==> src/rtl/ppdma_pkg.sv <==
package ppdma_pkg;
  localparam int ADDR_W = 2;
  localparam logic [ADDR_W-1:0] A_CMD  = 2'd0;
  localparam logic [ADDR_W-1:0] A_STAT = 2'd1;
  localparam logic [ADDR_W-1:0] A_KEY  = 2'd2;
  localparam logic [7:0] KEY_VAL = 8'h16;
  localparam int N_LINES = 4;  // {pe, err_n, slct, ack_n}

  typedef enum logic [2:0] {
    S_IDLE, S_TX_REQ, S_TX_STB, S_RX_WAIT, S_RX_LATCH, S_RX_REQ, S_RX_STB
  } seq_st_t;
endpackage

==> src/rtl/ppdma_evt.sv <==
module ppdma_evt
  import ppdma_pkg::*;
(
  input  logic               clk,
  input  logic               rst_n,
  input  logic [N_LINES-1:0] line_in,
  output logic [N_LINES-1:0] line_chg,
  output logic               ack_fall
);
  logic [N_LINES-1:0] prev_q;
  logic               primed_q;

  always_ff @(posedge clk or negedge rst_n) begin
    if (!rst_n) primed_q <= 1'b0;
    else        primed_q <= 1'b1;
  end

  for (genvar g = 0; g < N_LINES; g++) begin : g_line
    always_ff @(posedge clk or negedge rst_n) begin
      if (!rst_n) prev_q[g] <= 1'b0;
      else        prev_q[g] <= line_in[g];
    end
    assign line_chg[g] = primed_q & (prev_q[g] ^ line_in[g]);
  end

  assign ack_fall = primed_q & prev_q[0] & ~line_in[0];
endmodule

==> src/rtl/ppdma_regs.sv <==
module ppdma_regs
  import ppdma_pkg::*;
#(
  parameter int DW = 8
) (
  input  logic              clk,
  input  logic              rst_n,
  input  logic              wr,
  input  logic              rd,
  input  logic [ADDR_W-1:0] addr,
  input  logic [DW-1:0]     wdata,
  output logic [DW-1:0]     rdata,
  input  logic              active,
  input  logic              done,
  input  logic [N_LINES-1:0] chg,
  output logic              cmd_start,
  output logic              cmd_arm,
  output logic              cmd_halt,
  output logic              cmd_dis,
  output logic              irq
);
  localparam int NSRC = 4;

  logic [NSRC-1:0] en_q, en_d, src_q, src_d, src_set;
  logic            eod_q, eod_d;
  logic [DW-1:0]   key_q, key_d;
  logic [3:0]      code;
  logic            cmd_wr, legal, accept, key_ok;

  assign code   = {wdata[7], wdata[6], wdata[1], wdata[0]};
  assign cmd_wr = wr && (addr == A_CMD);
  assign key_ok = (key_q == KEY_VAL);

  always_comb begin
    unique case (code)
      4'b0001, 4'b0010, 4'b0011: legal = 1'b1;
      4'b0101, 4'b1001:          legal = key_ok && !active;
      default:                   legal = 1'b0;
    endcase
  end

  assign accept    = cmd_wr && legal;
  assign cmd_start = accept && (code == 4'b1001);
  assign cmd_arm   = accept && (code == 4'b0101);
  assign cmd_halt  = accept && (code == 4'b0011);
  assign cmd_dis   = accept && (code == 4'b0010);

  // source order: [3] done/ack, [2] slct, [1] err, [0] pe
  assign src_set = {en_q[3] & (done | (chg[0] & eod_q)),
                    en_q[2] & chg[1],
                    en_q[1] & chg[2],
                    en_q[0] & chg[3]};

  always_comb begin
    en_d  = accept ? wdata[5:2] : en_q;
    key_d = (wr && addr == A_KEY) ? wdata : key_q;
    src_d = ((rd && addr == A_STAT) ? '0 : src_q) | src_set;
    eod_d = eod_q;
    if (cmd_dis || cmd_start || cmd_arm) eod_d = 1'b0;
    else if (cmd_halt || done)           eod_d = 1'b1;
  end

  always_ff @(posedge clk or negedge rst_n) begin
    if (!rst_n) begin
      en_q  <= '0;
      src_q <= '0;
      eod_q <= 1'b0;
      key_q <= '0;
    end else begin
      en_q  <= en_d;
      src_q <= src_d;
      eod_q <= eod_d;
      key_q <= key_d;
    end
  end

  always_comb begin
    rdata = '0;
    unique case (addr)
      A_CMD:   rdata = {2'b00, en_q, 1'b0, active};
      A_STAT:  rdata = {1'b0, eod_q, src_q, 2'b00};
      A_KEY:   rdata = key_q;
      default: rdata = '0;
    endcase
  end

  assign irq = |src_q;
endmodule

==> src/rtl/ppdma_seq.sv <==
module ppdma_seq
  import ppdma_pkg::*;
#(
  parameter int DW = 8
) (
  input  logic          clk,
  input  logic          rst_n,
  input  logic          cmd_start,
  input  logic          cmd_arm,
  input  logic          cmd_halt,
  input  logic          cmd_dis,
  input  logic          ack_n,
  input  logic          busy_n,
  input  logic          ack_fall,
  input  logic          dma_ack,
  input  logic          dma_tc,
  input  logic [DW-1:0] dma_wdata,
  input  logic [DW-1:0] pd_in,
  output logic          dma_req,
  output logic [DW-1:0] dma_rdata,
  output logic [DW-1:0] pd_out,
  output logic          pd_oe,
  output logic          strobe_n,
  output logic          autofd_n,
  output logic          active,
  output logic          done
);
  seq_st_t       st_q, st_d;
  logic [DW-1:0] tx_q, rx_q;
  logic          last_q, last_d;
  logic          tx_ld, rx_ld;

  assign dma_req  = ((st_q == S_TX_REQ) && busy_n && ack_n) || (st_q == S_RX_REQ);
  assign strobe_n = !((st_q == S_TX_STB) || (st_q == S_RX_STB));
  assign autofd_n = (st_q != S_RX_LATCH);
  assign pd_oe    = !((st_q == S_RX_WAIT) || (st_q == S_RX_LATCH) ||
                      (st_q == S_RX_REQ)  || (st_q == S_RX_STB));
  assign active   = (st_q != S_IDLE);
  assign pd_out   = tx_q;
  assign dma_rdata = rx_q;

  always_comb begin
    st_d   = st_q;
    last_d = last_q;
    tx_ld  = 1'b0;
    rx_ld  = 1'b0;
    done   = 1'b0;
    unique case (st_q)
      S_IDLE: begin
        if (cmd_start)    st_d = S_TX_REQ;
        else if (cmd_arm) st_d = S_RX_WAIT;
      end
      S_TX_REQ: if (dma_req && dma_ack) begin
        tx_ld = 1'b1; last_d = dma_tc; st_d = S_TX_STB;
      end
      S_TX_STB: if (!ack_n) begin
        done = last_q; st_d = last_q ? S_IDLE : S_TX_REQ;
      end
      S_RX_WAIT:  if (ack_fall) st_d = S_RX_LATCH;
      S_RX_LATCH: begin rx_ld = 1'b1; st_d = S_RX_REQ; end
      S_RX_REQ: if (dma_ack) begin
        last_d = dma_tc; st_d = S_RX_STB;
      end
      S_RX_STB: if (ack_n) begin
        done = last_q; st_d = last_q ? S_IDLE : S_RX_WAIT;
      end
      default: st_d = S_IDLE;
    endcase
    if (cmd_dis) begin
      st_d = S_IDLE; done = 1'b0;
    end else if (cmd_halt && active) begin
      st_d = S_IDLE; done = 1'b1;
    end
  end

  always_ff @(posedge clk or negedge rst_n) begin
    if (!rst_n) begin
      st_q   <= S_IDLE;
      last_q <= 1'b0;
      tx_q   <= '0;
      rx_q   <= '0;
    end else begin
      st_q   <= st_d;
      last_q <= last_d;
      if (tx_ld) tx_q <= dma_wdata;
      if (rx_ld) rx_q <= pd_in;
    end
  end
endmodule

==> src/rtl/ppdma_engine.sv <==
module ppdma_engine
  import ppdma_pkg::*;
#(
  parameter int DW = 8
) (
  input  logic              clk,
  input  logic              rst_n,
  input  logic              bus_wr,
  input  logic              bus_rd,
  input  logic [ADDR_W-1:0] bus_addr,
  input  logic [DW-1:0]     bus_wdata,
  output logic [DW-1:0]     bus_rdata,
  output logic              dma_req,
  input  logic              dma_ack,
  input  logic              dma_tc,
  input  logic [DW-1:0]     dma_wdata,
  output logic [DW-1:0]     dma_rdata,
  output logic [DW-1:0]     pd_out,
  output logic              pd_oe,
  input  logic [DW-1:0]     pd_in,
  output logic              strobe_n,
  output logic              autofd_n,
  input  logic              ack_n,
  input  logic              busy_n,
  input  logic              slct,
  input  logic              err_n,
  input  logic              pe,
  output logic              irq
);
  logic [1:0]         rst_sync_q;
  logic               rst_int_n;
  logic [N_LINES-1:0] chg;
  logic               ack_fall, active, done;
  logic               cmd_start, cmd_arm, cmd_halt, cmd_dis;

  always_ff @(posedge clk or negedge rst_n) begin
    if (!rst_n) rst_sync_q <= 2'b00;
    else        rst_sync_q <= {rst_sync_q[0], 1'b1};
  end
  assign rst_int_n = rst_sync_q[1];

  ppdma_evt u_evt (
    .clk(clk), .rst_n(rst_int_n),
    .line_in({pe, err_n, slct, ack_n}),
    .line_chg(chg), .ack_fall(ack_fall)
  );

  ppdma_regs #(.DW(DW)) u_regs (
    .clk(clk), .rst_n(rst_int_n),
    .wr(bus_wr), .rd(bus_rd), .addr(bus_addr), .wdata(bus_wdata),
    .rdata(bus_rdata), .active(active), .done(done), .chg(chg),
    .cmd_start(cmd_start), .cmd_arm(cmd_arm), .cmd_halt(cmd_halt),
    .cmd_dis(cmd_dis), .irq(irq)
  );

  ppdma_seq #(.DW(DW)) u_seq (
    .clk(clk), .rst_n(rst_int_n),
    .cmd_start(cmd_start), .cmd_arm(cmd_arm), .cmd_halt(cmd_halt),
    .cmd_dis(cmd_dis), .ack_n(ack_n), .busy_n(busy_n), .ack_fall(ack_fall),
    .dma_ack(dma_ack), .dma_tc(dma_tc), .dma_wdata(dma_wdata), .pd_in(pd_in),
    .dma_req(dma_req), .dma_rdata(dma_rdata), .pd_out(pd_out), .pd_oe(pd_oe),
    .strobe_n(strobe_n), .autofd_n(autofd_n), .active(active), .done(done)
  );
endmodule

==> config.mk <==
export PLATFORM = sky130hd
export DESIGN_NAME = ppdma_engine
export DESIGN_NICKNAME = d
export VERILOG_FILES = /design/src/rtl/ppdma_pkg.sv /design/src/rtl/ppdma_evt.sv /design/src/rtl/ppdma_regs.sv /design/src/rtl/ppdma_seq.sv /design/src/rtl/ppdma_engine.sv
export SDC_FILE = /design/constraint.sdc
export NUM_CORES = 1
export LEC_CHECK = 0
export ABC_CLOCK_PERIOD_IN_PS = 1660
export CORE_UTILIZATION = 62
export DETAILED_ROUTE_END_ITERATION = 12
export DONT_BUFFER_PORTS = 1
export GPL_TIMING_DRIVEN = 1
export PLACE_DENSITY_LB_ADDON = 0.3
export SLEW_MARGIN = 20
export SYNTH_ARGS = -nofsm -noshare
export SYNTH_HDL_FRONTEND = slang
export SYNTH_SLANG_ARGS = --single-unit
==> constraint.sdc <==
create_clock -name clk -period 1.66 [get_ports clk]
set_input_delay 0.332 -clock clk [delete_from_list [all_inputs] [get_ports clk]]
set_output_delay 0.332 -clock clk [all_outputs]
set_load 0.01 [all_outputs]
==> summary.txt <==
Outcome
  • Outcome: finished, violations left
  • Violated checks: setup timing

Setup path
  • Critical Path Sink Type: flip-flop
  • Setup crit start kind: flip-flop
  • Crit path kind: flip-flop to flip-flop
  • Crit path DAT: 2.28 ns
  • Crit Path Max Fanout: 2
  • Worst EP required: 1.92 ns

Timing
  • Clk_skew: 0.0127 ns
  • Slew at the pin with the worst max-slew slack: 0.521 ns
  • Final min period: 2.02 ns
  • Crit path setup slack, layout: -0.364 ns
  • Count of pins over their slew limit: 0
  • Fmax achieved: 494 MHz
  • Final Hold Viols: 0
  • Unrepaired setup endpoints after global routing: yes
  • Slew margin rel.: 0.653
  • Tcrit/Tclk final: 1.22
  • Final count of negative-setup-slack endpoints: 19

Pwr
  • Logic pwr share: 0.359
  • P per Cell Area: 1520 nW/um^2
  • Sequential power share: 0.472
  • Worst VDD drop: 1070 uV
  • Switching portion of total power: 0.344
  • NetSw: 1.34 mW
  • Clock network power share: 0.169
  • Pwr Total: 3.88 mW
  • Cell-internal power: 2.54 mW
  • Pleak: 1.09 nW

Yosys
  • Xor/xnor share of the synthesized area: 0.0287
  • Synth warn: 0
  • Post-synth ARST share: 1.00
  • Synth Area in Compound Gates: 0.0813
  • Area leader, netlist: dfrtp_1
  • Top cells by area, synth: dfrtp_1 (51%), mux2_2 (16%), nand2_1 (2.1%)
  • Synth Cell Area: 2140 um^2
  • Largest family of logic cells by synthesized area: multiplexers
  • Synth top area share: 0.515
  • Seq/Total Area, Yosys: 0.515
  • Syn_area_per_cell: 12.1 um^2
  • Mux cell area share after synthesis: 0.189
  • Post-synth top flop: dfrtp_1
  • Post-Synthesis Cells: 177
  • FF+latch count, synth: 44
  • Adder-cell share of the synthesized area: 0
  • Simple logic cell fraction of the synthesized area: 0.150
  • Distinct cell type count after synthesis: 47
  • EDFF count, synth: 0

Floorplan
  • Initial Util: 0.679
  • Die area: 3690 um^2
  • Row count: 20
  • Die Height: 60.7 um
  • # IOs: 66
  • Die width: 60.7 um
  • Core area: 3150 um^2

Finish
  • Layout area overhead: 19.2%
  • Multi-input gate area: 1060 um^2
  • Ant diodes: 0
  • Final Non-Filler Cells: 253
  • Fill cell count: 191
  • Design area: 2550 um^2
  • Register area: 1100 um^2
  • Number of nets in the final layout: 245
  • Layout cell share with drive strength beyond 1: 0.407

Placement
  • Placed Cells incl. Taps: 236
  • Placed Area: 2330 um^2
  • DP HPWL: 3510 um
  • PortBufs: 0
  • GP Congestion: 0.911

Clocking
  • Longest Clk Path Bufs: 2
  • H-tree depth: 2
  • Clk Latency, worst-skew pair: 0.36 ns
  • Clk slew on worst S/H paths: 0.13 ns
  • Root Driver: clkbuf_4
  • TritonCTS clock tree: done
  • Clock sinks: 44
  • CTS Buf Count: 5

Drt
  • Vias: 1,564
  • Drt pass-1 iters: 4
  • DRT iter0 DRCs: 121
  • Wire length per cell: 19.9 um
  • Remaining DRCs: 0
  • Total Wirelength: 5040 um
  • Detailed-route vias per instance: 6.18
  • Routed Antenna Nets: 0

Worst hold path
  • Tightest Hold Check Type: input port to flip-flop

Global routing
  • Largest net degree at the start of global routing: 43
  • Vias in the first global route: 1,619
  • Tot GR Track Use: 0.300
  • Global route total overflow: 0
  • First-pass GRT wire length: 7790 um
  • Initial antenna violation count: 0

Flow run
  • Max Cap Viol: 0
==> final cells by class <==
cell class	count	area share
flip-flops and latches	44	0.432
well taps	44	0.0216
clock buffers	6	0.0162
clock inverters	2	0.0137
inverters	3	0.00441
multi-input cells	124	0.414
repair buffers	30	0.0976
==> per-layer routing <==
metal | GRT usage | wire (um)
met1 | 0.388 | 1940
met5 | 0 | 0
met2 | 0.499 | 2600
met4 | 0.104 | 88
met3 | 0.0746 | 407
==> synthesized netlist by cell type, types with 2 or more instances <==
master and n:
a21oi_1 4, a32o_1 3, a41oi_1 2, buf_6 3, clkbuf_1 2, dfrtp_1 44, inv_1 3, mux2_2 31
mux2i_1 4, nand2_1 12, nand2b_1 3, nand4b_1 3, nor2_1 10, nor2b_1 4, nor3_1 3, nor3b_1 5
o21ai_0 6, xnor2_1 2, xor2_1 5
==> repair_timing <==
action	in CTS	in global routing
hold endpoints to repair	6	0
pin swaps	3	2
setup buffers	2	2
resized for setup	7	8
hold buffers	5	0
endpoints found under the setup margin	20	26
==> final timing paths <==
check / start / to / slack [ns] / cells after the start
hold reg to reg: rst_sync_q[1] / u_regs.key_q[4] / 0.31 / 1
setup / recovery: u_regs.key_q[0] / u_seq.st_q[1] / -0.36 / 5
hold / removal: pd_in[6] / u_seq.dma_rdata[6] / 0.11 / 1
max in group asynchronous: rst_sync_q[1] / u_seq.st_q[0] / 0.97 / 1
min in group asynchronous: rst_n / rst_sync_q[0] / 0.19 / 1
setup reg to reg: u_regs.key_q[0] / u_seq.st_q[1] / -0.36 / 5
==> logic make-up after synthesis <==
kind of cell    after synthesis
compound gates               24
xor+xnor                      7
buf+inv                      10
flops                        44
mux                          36
other cells                   1
simple gates                 55
==> power groups by stage <==
| stage | clock, mW | combinational, mW | sequential, mW |
|---|---|---|---|
| 5_1_grt | 0.701 | 1.49 | 1.87 |
| 3_5_place_dp | 0 | 1.24 | 1.82 |
| 2_1_floorplan | 0 | 0.944 | 1.74 |
| 6_report | 0.655 | 1.39 | 1.83 |
| 4_1_cts | 0.661 | 1.30 | 1.82 |
| 3_3_place_gp | 0 | 1.16 | 1.80 |
==> state kept, by name, summed over array words and instances, names as in the netlist <==
register         flops
u_evt.prev_q         4
u_seq.pd_out         8
u_evt.primed_q       1
u_seq.last_q         1
u_regs.key_q         8
u_seq.st_q           3
rst_sync_q           2
u_seq.dma_rdata      8
u_regs.eod_q         1
u_regs.src_q         4
u_regs.en_q          4
==> stage by stage <==
stage | util | TNS [ns] | setup WS, ns | hold WS, ns
after floorplan | - | -0.435 | -0.237 | 0.0364
after global placement | 0.740 | -1.09 | -0.302 | 0.0364
after detailed placement | 0.740 | -1.87 | -0.389 | 0.0364
after CTS | 0.794 | -1.94 | -0.314 | 0.107
after global routing | 0.809 | -4.44 | -0.420 | 0.0983
final | 0.809 | -3.12 | -0.364 | 0.114
==> placed cells by master (no fill, tap or decap), drive strengths merged, types with 2 or more instances in the layout <==
cell	synthesis	routed
nand2	12	12
dlygate4sd3	0	5
xnor2	2	2
o21ai	6	6
a32o	3	3
conb	1	2
nor3b	5	5
and2	2	2
nor2	11	11
nand4b	3	3
o22ai	2	2
nor3	3	3
nor2b	4	4
clkbuf	3	6
nor4	2	2
or3b	2	2
mux2	32	32
a21oi	4	4
xor2	5	5
buf	4	25
nand2b	3	3
inv	3	3
mux2i	4	4
dfrtp	44	44
a41oi	2	2
==> worst max-delay path, stage by stage (launching register included) <==
cell and delay [ns]:
dfrtp_1 0.41, or4b_4 0.56, nor4_4 0.22, a41oi_1 0.17, o32a_1 0.32, mux2_4 0.26
No activity file was read; power rests on OpenSTA's default activity.
